$ cat config.mk
export PLATFORM = sky130hd
export DESIGN_NAME = rst_cause_reg
export DESIGN_NICKNAME = d
export VERILOG_FILES = /design/src/rtl/rst_cause_reg.sv
export SDC_FILE = /design/constraint.sdc
export NUM_CORES = 1
export LEC_CHECK = 0
export ABC_CLOCK_PERIOD_IN_PS = 1500
export BUFFER_PORTS_ARGS = -buffer_cell sky130_fd_sc_hd__buf_2
export CAP_MARGIN = 20
export CORE_UTILIZATION = 35
export DETAILED_ROUTE_END_ITERATION = 10
export HOLD_SLACK_MARGIN = 0.15
export PLACE_DENSITY = 0.8
export SYNTH_ARGS = -nofsm -noshare
export SYNTH_HDL_FRONTEND = slang
export SYNTH_SLANG_ARGS = --single-unit
export TNS_END_PERCENT = 10
$ cat constraint.sdc
create_clock -name clk -period 1.5 [get_ports clk]
set_input_delay 0.15 -clock clk [delete_from_list [all_inputs] [get_ports clk]]
set_output_delay 0.15 -clock clk [all_outputs]
set_load 0.02 [all_outputs]
$ cat src/rtl/rst_cause_reg.sv
`timescale 1ns/1ps
module rst_cause_reg #(
  parameter int ADDR_W = 16,
  parameter int DATA_W = 32,
  parameter int CNT_W  = 8,
  parameter logic [ADDR_W-1:0] REG_BASE = 16'hF020
) (
  input  logic              clk,
  input  logic              pwr_rst_n,
  input  logic              sys_rst,
  input  logic              wr_en,
  input  logic              rd_en,
  input  logic [ADDR_W-1:0] addr,
  input  logic [DATA_W-1:0] wdata,
  input  logic              btn_por_evt,
  input  logic              btn_xir_evt,
  output logic [DATA_W-1:0] rdata,
  output logic              rst_req
);
  localparam int B_POR  = DATA_W - 1;
  localparam int B_SPOR = DATA_W - 2;
  localparam int B_SXIR = DATA_W - 3;
  localparam int B_BPOR = DATA_W - 4;
  localparam int B_BXIR = DATA_W - 5;
  localparam logic [DATA_W-1:0] ONE    = 1;
  localparam logic [DATA_W-1:0] W1C_M  = (ONE << B_POR) | (ONE << B_BPOR) | (ONE << B_BXIR);
  localparam logic [DATA_W-1:0] SET_M  = (ONE << B_SPOR) | (ONE << B_SXIR);
  localparam logic [DATA_W-1:0] KEEP_M = W1C_M | SET_M;
  localparam logic [CNT_W-1:0]  CNT_MAX = '1;

  logic [DATA_W-1:0] stat, stat_nx, wm;
  logic [CNT_W-1:0]  cnt;
  logic              hit, wr_ok;

  assign hit   = (addr[ADDR_W-1:3] == REG_BASE[ADDR_W-1:3]) && addr[2];
  assign wr_ok = wr_en && hit && !sys_rst;
  assign wm    = wdata & KEEP_M;

  always_comb begin
    stat_nx = stat;
    if (sys_rst) begin
      if (cnt == '0) stat_nx = ONE << B_POR;
    end else if (wr_ok) begin
      stat_nx = (stat & ~(wm & W1C_M)) | (wm & SET_M);
    end
    if (btn_por_evt) stat_nx[B_BPOR] = 1'b1;
    if (btn_xir_evt) stat_nx[B_BXIR] = 1'b1;
  end

  always_ff @(posedge clk or negedge pwr_rst_n) begin
    if (!pwr_rst_n) begin
      stat    <= '0;
      cnt     <= '0;
      rst_req <= 1'b0;
      rdata   <= '0;
    end else begin
      stat    <= stat_nx;
      rst_req <= wr_ok && (wm[B_SPOR] || wm[B_SXIR]);
      rdata   <= (rd_en && hit) ? stat : '0;
      if (sys_rst) begin
        if (cnt != CNT_MAX) cnt <= cnt + 1'b1;
      end else if (wr_ok && wm[B_SPOR]) begin
        cnt <= '0;
      end
    end
  end


  first_load_chk: assert property (@(posedge clk) disable iff (!pwr_rst_n)
    (sys_rst && cnt == '0 && !btn_por_evt && !btn_xir_evt) |=> (stat == (ONE << B_POR)));


  cnt_sat_chk: assert property (@(posedge clk) disable iff (!pwr_rst_n)
    (sys_rst && cnt == CNT_MAX) |=> (cnt == CNT_MAX));


  w1c_chk: assert property (@(posedge clk) disable iff (!pwr_rst_n)
    (wr_en && hit && !sys_rst && wdata[B_POR]) |=> !stat[B_POR]);


  btn_sticky_chk: assert property (@(posedge clk) disable iff (!pwr_rst_n)
    btn_por_evt |=> stat[B_BPOR]);


  req_cause_chk: assert property (@(posedge clk) disable iff (!pwr_rst_n)
    rst_req |-> $past(wr_en && hit && !sys_rst && (wdata[B_SPOR] || wdata[B_SXIR])));


  rst_beats_write_chk: assert property (@(posedge clk) disable iff (!pwr_rst_n)
    sys_rst |=> !rst_req);
endmodule

==> flow_summary.ini, run 1 <==
[outcome]
status = finished, final reports clean

[synthesis]
synth_area_per_cell_um2 = 10.2
synth_edf_count = 0
synthArstFlopShare_pct = 100
synth.distinct_cells = 35
ys_warn_count = 0
synth_seq_cells = 20
netlist_area_um2 = 1150
synth_fp_nets = 170
ys_seq_area_share_pct = 43.6
synthFlopType = dfrtp_1
synthCells = 113

[drt]
ant_nets = 0
via_count = 1013
wirelength_mm = 2.56
routedWlPerCell_um = 12.0
viasPerCell = 4.73
post-route-drc-count = 0
drt_first_pass_iters = 4
drt_iter0_drc = 23

[pwr]
peakVddDrop_uv = 672
leakagePower_nw = 0.861
power_density_nw_per_um2 = 1010

[grt]
met3_usage_pct = 4.37
track_usage_pct = 15.3
use_met2_pct = 27.4
antenna_found_initial = 0
grt.busiest_layer = met2
grt_pass1_wl_mm = 4.00
grt_start_max_net_pins = 28
met1_usage_pct = 17.7
global_route.overflow_total = 0
grt_pass1_vias = 919

[clock_network]
cts_made_buffers = 3
clk_pin_slew_ns = 0.11
root_buffer = clkbuf_4
clk_latency_ns = 0.30
cts_tree = yes
cts.path.max_buffers = 2
htree_num_levels = 1
clkSinkCount = 20

[die]
initial_core_util_pct = 37.3
rows = 20
dieHeight_um = 59.3
core_area_um2 = 3080
ios = 88
die_w_um = 59.3
dieArea_um2 = 3510

[sta]
hold_slack_ns = 0.156
setup_ws_ns = 0.0136
fin_crit_sh_pct = 99.1
rsz0062_at_grt = yes
fin_setup_tns_ns = 0
finalCriticalPeriod_ns = 1.49
setup_viol = 0
drv_slew = 0
skew_ns = 0.00174
fmax_ghz = 0.673
finalHoldViolCount = 0

[run]
max-cap-violations = 0

[setup_path]
crit_chain = ha_1 > nand3_1 > o21ai_2 > buf_4 > nor2_1 > a31o_2
cp-end-kind = register
critPathLaunchType = register
required_ns = 1.71
arrival_ns = 1.69
crit_path_top_delay_cell = dfrtp_1
path_max_fanout = 4
r2r_slack_ns = 0.01
criticalPathCategory = register to register
cpPeakStageDelay_ns = 0.44

[placement]
place_hpwl_mm = 1.67
place_ws_ns = -0.259
port_buffers = 58
place_congestion = 0.802

[finish]
num_antenna_cells = 0
syn2layout_area_growth_pct = 38.0
nets = 228
layout-drive-gt1-share_pct = 55.9

[hold_path]
worstHoldPathType = input pin to register
[repair_timing]
| item | CTS | global route |
|---|---|---|
| gates resized for setup | 4 | 7 |
| setup endpoints to repair | 9 | 38 |
| pin swaps | 1 | 4 |
| endpoints found under the hold margin | 25 | 0 |
| buffers inserted | 0 | 5 |
| hold buffers | 5 | 0 |
[sequential cells by signal, summed over array words and instances (netlist names)]
signal / flops
cnt: 8
rdata: 6
stat: 5
rst_req: 1
[per-layer routing]
metal  up-vias  wire, um
li1        482         -
met1       474      1080
met2        49      1280
met3         8       142
met4         0        63
met5         -         0
[worst paths after layout]
kind,from,end,cells past startpoint
setup / recovery,cnt[1]$_DFFE_PN0P_,cnt[1]$_DFFE_PN0P_,6
max in group asynchronous,pwr_rst_n,rdata[9]$_DFF_PN0_,2
setup reg to reg,cnt[1]$_DFFE_PN0P_,cnt[1]$_DFFE_PN0P_,6
min in group asynchronous,pwr_rst_n,cnt[3]$_DFFE_PN0P_,2
hold / removal,wdata[30],stat[30]$_DFFE_PN0P_,3
hold reg to reg,stat[29]$_DFFE_PN0P_,rdata[29]$_DFF_PN0_,1
[critical path, delay by kind of cell, from the launching register on]
family,cells,cell delay (ns)
flip-flops,1,0.44
AND/OR/NAND/NOR,2,0.21
buffers and inverters,1,0.16
AO/OA/AOI/OAI,2,0.38
adder cells (fa/ha/maj),1,0.21
[cells by family (layout without fill, tap and decap cells)]
| family | after synthesis | after routing | synth area share (%) |
|---|---|---|---|
| other | 1 | 1 | 0.327 |
| and+or+nand+nor | 38 | 38 | 20.4 |
| xor gates and xnor gates | 2 | 2 | 1.53 |
| buffers and inverters | 30 | 87 | 18.3 |
| AOI/OAI and AO/OA | 20 | 20 | 13.6 |
| adders and majority gates | 2 | 2 | 2.18 |
| DFF | 20 | 20 | 43.6 |
[cells in the mapped netlist (2+ instances only)]
cell type / count / area [um2]
and2_1: 5 / 31.3
a21o_1: 3 / 22.5
nand4_1: 2 / 12.5
o22ai_1: 2 / 12.5
nor4_1: 3 / 18.8
buf_4: 26 / 195
nand3b_1: 2 / 15.0
a21o_2: 3 / 26.3
nor2_1: 5 / 18.8
dfrtp_1: 20 / 500
nand2_1: 9 / 33.8
a211o_1: 2 / 17.5
nand3_1: 3 / 15.0
inv_1: 3 / 11.3
ha_1: 2 / 25.0
xor2_1: 2 / 17.5
o21ai_0: 2 / 10.0
a21oi_1: 2 / 10.0
[through the flow]
step | area, um2 | cells | total power [mW] | util (%)
2_1_floorplan | 1150 | 113 | 0.919 | -
3_3_place_gp | 1390 | 200 | 1.05 | 45.1
3_5_place_dp | 1390 | 200 | 1.06 | 45.1
4_1_cts | 1510 | 209 | 1.54 | 49.1
5_1_grt | 1580 | 214 | 1.68 | 51.4
6_report | 1580 | 214 | 1.60 | 51.4
[report_power, final]
| part | total [mW] | internal (mW) | switching [mW] | leakage [nW] |
|---|---|---|---|---|
| registers | 0.684 | 0.598 | 0.0855 | 0.255 |
| logic | 0.480 | 0.267 | 0.213 | 0.578 |
| clock network | 0.441 | 0.270 | 0.171 | 0.0279 |
| total | 1.60 | 1.14 | 0.470 | 0.861 |
[placed cells by master (no fill, tap or decap), types with 3 or more instances in the layout]
cell type	netlist	layout
dfrtp_1	20	18
nor2_1	5	5
a21o_2	3	3
dlygate4sd3_1	0	5
nand3_1	3	3
nand2_1	9	9
buf_4	26	17
buf_2	0	58
inv_1	3	3
and2_1	5	5
a21o_1	3	3
clkbuf_4	0	3
[final cells by class]
class	count	area, um2
Inverter	3	11.3
Multi-Input combinational cell	63	493
Tap cell	44	55.1
Timing Repair Buffer	80	468
Fill cell	274	1500
Clock buffer	3	22.5
Clock inverter	1	30.0
Sequential cell	20	503
Power figures use the tool's default switching activity.
==> run 2, diff against run 1 <==
--- a/config.mk
+++ b/config.mk
@@ -6,7 +6,7 @@
 export NUM_CORES = 1
 export LEC_CHECK = 0
 export ABC_CLOCK_PERIOD_IN_PS = 1500
-export BUFFER_PORTS_ARGS = -buffer_cell sky130_fd_sc_hd__buf_2
+export BUFFER_PORTS_ARGS = -buffer_cell sky130_fd_sc_hd__buf_4
 export CAP_MARGIN = 20
 export CORE_UTILIZATION = 35
 export DETAILED_ROUTE_END_ITERATION = 10
==> run 2 against run 1 <==
The run now ends with setup timing left. Worst hold slack improved by 0.047 ns. Critical path depth shrank 1. Flip-flop and latch count unchanged. Sequential share of layout area fell by 2.6 points. Register-to-register slack got worse by 0.04 ns. Critical endpoint is now stat[27]$_DFFE_PN0P_. Largest cell class is now non-clock buffers. Largest power group unchanged.
==> flow_summary.ini, run 2 (same netlist as run 1, synthesis figures left out) <==
[outcome]
status = finished, violations left
violations = setup timing

[grt]
grt_start_max_net_pins = 28
met1_usage_pct = 18.4
global_route.overflow_total = 0
grt_pass1_vias = 972
grt.busiest_layer = met2
use_met2_pct = 32.7
met3_usage_pct = 3.28
track_usage_pct = 17.2
antenna_found_initial = 0
grt_pass1_wl_mm = 4.42

[sta]
fin_crit_sh_pct = 102
rsz0062_at_grt = yes
finalHoldViolCount = 0
fmax_ghz = 0.656
skew_ns = 0.00431
hold_slack_ns = 0.202
setup_viol = 3
fin_setup_tns_ns = -0.0522
drv_slew = 0
setup_ws_ns = -0.0239
finalCriticalPeriod_ns = 1.52

[drt]
drt_first_pass_iters = 4
ant_nets = 0
post-route-drc-count = 0
drt_iter0_drc = 30
via_count = 1043
routedWlPerCell_um = 13.9
wirelength_mm = 2.95
viasPerCell = 4.92

[setup_path]
required_ns = 1.71
crit_path_top_delay_cell = dfrtp_1
cp-end-kind = register
critPathLaunchType = register
r2r_slack_ns = -0.02
arrival_ns = 1.74
criticalPathCategory = register to register
crit_chain = nor4_1 > nor4bb_4 > buf_4 > o22ai_2 > a21o_1
cpPeakStageDelay_ns = 0.45
path_max_fanout = 6

[finish]
fin_cells = 212
fin_util_pct = 55.8
nFillCells = 248
largest_register_ffs = 8
reg.largest.list = cnt x8, rdata x6, stat x5
fin_area_um2 = 1720
nets = 226
final_common_cell = buf_4
final_cell_mix = buf_4 (71), dfrtp_1 (20), nand2_1 (8), dlygate4sd3_1 (7), and2_1 (5)
layout-drive-gt1-share_pct = 56.0
num_antenna_cells = 0
syn2layout_area_growth_pct = 49.7
regMostFlops = cnt

[pwr]
p_int_mw = 1.14
clockPowerShare_pct = 27.8
netSwitchingFraction_pct = 28.7
peakVddDrop_uv = 438
power_mw = 1.60
seqPwrFrac_pct = 41.2
leakagePower_nw = 0.898
power_density_nw_per_um2 = 934
p_sw_mw = 0.460
pwr-share-comb_pct = 31.0

[die]
ios = 88
dieArea_um2 = 3510
die_w_um = 59.3
dieHeight_um = 59.3
core_area_um2 = 3080
initial_core_util_pct = 37.3
rows = 20

[clock_network]
htree_num_levels = 1
cts_tree = yes
cts.path.max_buffers = 2
clk_pin_slew_ns = 0.12
clkSinkCount = 20
root_buffer = clkbuf_4
cts_made_buffers = 3
clk_latency_ns = 0.31

[placement]
place_hpwl_mm = 1.94
place_ws_ns = -0.300
dp.cells = 199
place_congestion = 0.772
port_buffers = 58
dpl-instance-area_um2 = 1530

[hold_path]
worstHoldPathType = input pin to register

[run]
max-cap-violations = 0
## run 2: changes by cell type in the layout (fill, tap and decap cells not counted), sizes merged
cell	before	now
dlygate4sd3	5	7
buf	75	71
## run 2: worst max-delay path, delay by kind of cell, from the launching register on
family                 cells  cell delay (ns)
AOI/OAI and AO/OA          2             0.24
and+or+nand+nor            2             0.56
DFF                        1             0.45
buffers and inverters      1             0.19
## run 2: power by group through the flow
stage               combinational (mW)  clock (mW)  sequential, mW
global placement                 0.409           0           0.661
global route                     0.535       0.483           0.666
CTS                              0.437       0.451           0.654
floorplan                        0.243           0           0.676
finish                           0.498       0.445           0.661
detailed placement               0.422           0           0.665
## run 2: worst paths after layout
check | end | start | depth (start not counted)
worst max-delay path | stat[27]$_DFFE_PN0P_ | cnt[2]$_DFFE_PN0P_ | 5
worst min-delay path | stat[28]$_DFFE_PN0P_ | wdata[28] | 3
worst max register to register | stat[27]$_DFFE_PN0P_ | cnt[2]$_DFFE_PN0P_ | 5
worst min register to register | stat[28]$_DFFE_PN0P_ | stat[28]$_DFFE_PN0P_ | 1
max in group asynchronous | rdata[30]$_DFF_PN0_ | pwr_rst_n | 2
min in group asynchronous | cnt[0]$_DFFE_PN0P_ | pwr_rst_n | 2
## run 2: timing repair
item	in CTS	in global routing
buffers inserted	0	2
setup endpoints to repair	7	8
gates resized for setup	2	11
hold buffers	6	1
hold endpoints to repair	26	1
pin swaps	0	6
## run 2: cell type report
cell class | instances | area (um2) | share of cell area [%]
repair buffers | 78 | 603 | 35.1
multi-input cells | 63 | 495 | 28.8
inverters | 3 | 11.3 | 0.655
flip-flops and latches | 20 | 500 | 29.1
well taps | 44 | 55.1 | 3.20
clock inverters | 1 | 30.0 | 1.75
clock buffers | 3 | 22.5 | 1.31
## run 2: metal layers
layer  vias up  wire length [um]  part of all wire, %
li1        479                 -                    -
met1       495              1130                   38
met2        61              1540                   52
met3         8               203                  6.9
met4         0                69                  2.3
met5         -                 0                    0
==> run 3, diff against run 2 <==
--- a/config.mk
+++ b/config.mk
@@ -5,13 +5,13 @@
 export SDC_FILE = /design/constraint.sdc
 export NUM_CORES = 1
 export LEC_CHECK = 0
-export ABC_CLOCK_PERIOD_IN_PS = 1500
+export ABC_CLOCK_PERIOD_IN_PS = 1610
 export BUFFER_PORTS_ARGS = -buffer_cell sky130_fd_sc_hd__buf_4
 export CAP_MARGIN = 20
-export CORE_UTILIZATION = 35
+export CORE_UTILIZATION = 39
 export DETAILED_ROUTE_END_ITERATION = 10
 export HOLD_SLACK_MARGIN = 0.15
-export PLACE_DENSITY = 0.8
+export PLACE_DENSITY = 0.84
 export SYNTH_ARGS = -nofsm -noshare
 export SYNTH_HDL_FRONTEND = slang
 export SYNTH_SLANG_ARGS = --single-unit
==> constraint.sdc (replaced) <==
create_clock -name clk -period 1.61 [get_ports clk]
set_input_delay 0.161 -clock clk [delete_from_list [all_inputs] [get_ports clk]]
set_output_delay 0.161 -clock clk [all_outputs]
set_load 0.02 [all_outputs]
==> run 3 against run 2 <==
Cell count decreased by 7.5%. Clock skew increased by 0.0037 ns. Global-route usage fell by 0.23 points. Wire length is 14% lower. Critical path type is now input pin to register. Clock power is 8.1% lower. Critical endpoint is now cnt[6]$_DFFE_PN0P_. The run now ends clean. Largest cell class unchanged. Cell area shrank 4.8%. First-iteration DRC count is 73% lower.
==> flow_summary.ini, run 3 (same netlist as run 1, synthesis figures left out) <==
[finish]
largest_register_ffs = 8
nets = 223
layout-drive-gt1-share_pct = 50.3
final_common_cell = buf_4
reg.largest.list = cnt x8, rdata x6, stat x5
num_antenna_cells = 0
syn2layout_area_growth_pct = 42.5
final_cell_mix = buf_4 (69), dfrtp_1 (20), nand2_1 (9), dlygate4sd3_1 (6)
regMostFlops = cnt

[sta]
finalHoldViolCount = 0
drv_slew = 0
rsz0062_at_grt = no
setup_viol = 0
finalCriticalPeriod_ns = 1.54
fmax_ghz = 0.648
fin_crit_sh_pct = 95.9
hold_slack_ns = 0.192
skew_ns = 0.00801
setup_ws_ns = 0.0659

[grt]
global_route.overflow_total = 0
grt_pass1_wl_mm = 4.11
antenna_found_initial = 0
track_usage_pct = 16.9
grt_start_max_net_pins = 28
grt_pass1_vias = 933

[clock_network]
cts_made_buffers = 3
root_buffer = clkbuf_4
clkSinkCount = 20
clk_pin_slew_ns = 0.12
cts.path.max_buffers = 2
cts_tree = yes
clk_latency_ns = 0.30
htree_num_levels = 1
cts_setup_buffers = 0

[setup_path]
arrival_ns = 1.74
critPathLaunchType = input pin
criticalPathCategory = input pin to register
reg2reg_to = stat[28]$_DFFE_PN0P_
startpoint = addr[4]
worstReg2RegStart = cnt[7]$_DFFE_PN0P_
r2r_slack_ns = 0.17
cp-end-kind = register
path_max_fanout = 5
cp-endpoint = cnt[6]$_DFFE_PN0P_
reg2regPathDepth = 5
required_ns = 1.81

[drt]
via_count = 972
post-route-drc-count = 0
wirelength_mm = 2.52
drt_first_pass_iters = 3
drt_iter0_drc = 8
ant_nets = 0
viasPerCell = 4.96
routedWlPerCell_um = 12.9

[pwr]
leakagePower_nw = 0.866
power_density_nw_per_um2 = 874
peakVddDrop_uv = 748

[hold_path]
hold_depth = 3
worstHoldPathType = input pin to register

[die]
initial_core_util_pct = 41.3
die_w_um = 56.2
ios = 88
rows = 19
dieHeight_um = 56.2
dieArea_um2 = 3160
core_area_um2 = 2780

[placement]
place_hpwl_mm = 1.89
port_buffers = 58
place_ws_ns = -0.212
place_congestion = 0.801

[outcome]
status = finished, final reports clean

[run]
max-cap-violations = 0
==> run 3: changes by cell type in the layout (fill, tap and decap cells not counted), moves of 2 or more <==
cell	previous run	this run
buf_4	71	69
ha_1	0	2
ha_2	2	0
o22ai_1	0	2
o22ai_2	2	0
==> run 3: worst min path at each step <==
| stage | start | end | slack, ns |
|---|---|---|---|
| 6_report | wdata[27] | stat[27]$_DFFE_PN0P_ | 0.19 |
| 5_1_grt | wdata[28] | stat[28]$_DFFE_PN0P_ | 0.20 |
| 4_1_cts | wdata[27] | stat[27]$_DFFE_PN0P_ | 0.19 |
| 3_5_place_dp | pwr_rst_n | cnt[2]$_DFFE_PN0P_ | 0.05 |
| 3_3_place_gp | pwr_rst_n | cnt[2]$_DFFE_PN0P_ | 0.05 |
| 2_1_floorplan | pwr_rst_n | cnt[0]$_DFFE_PN0P_ | -0.13 |
==> run 3: metrics by stage <==
step	utilization (%)	total power, mW	TNS, ns	instance area (um2)	cells
floorplan	-	0.856	-0.109	1150	113
global placement	54.3	0.990	-1.86	1510	186
detailed placement	54.3	1.01	-1.79	1510	186
CTS	58.3	1.43	0	1620	196
global route	58.8	1.50	0	1640	196
finish	58.8	1.43	0	1640	196
==> run 3: layer usage <==
metal | wire length (um) | part of all wire, % | GRT usage (%)
met4 | 42 | 1.7 | 7.32
met5 | 0 | 0 | 0
met2 | 1330 | 53 | 31.0
met3 | 146 | 5.8 | 3.02
met1 | 1000 | 40 | 19.1
==> run 3: where the power goes <==
part	internal [mW]	total [mW]	switching (mW)	leakage, nW
logic	0.224	0.403	0.179	0.580
clock network	0.252	0.409	0.157	0.0279
registers	0.557	0.618	0.0606	0.257
==> run 3: timing repair <==
item | 4_1_cts | 5_1_grt
gates resized for setup | 0 | 3
hold endpoints to repair | 26 | 0
hold buffers | 6 | 0
endpoints found under the setup margin | 0 | 7
==> run 3: area by class of cell <==
type / count / area [um2]
Inverter: 3 / 11.3
Tap cell: 31 / 38.8
Clock inverter: 1 / 30.0
Multi-Input combinational cell: 63 / 454
Fill cell: 220 / 1150
Sequential cell: 20 / 500
Timing Repair Buffer: 75 / 578
Clock buffer: 3 / 22.5
==> run 3: worst max-delay path, stage by stage <==
cell and delay (ns):
buf_4 0.11, or4_4 0.55, nor4_4 0.45, nand2_1 0.19, a32o_1 0.28
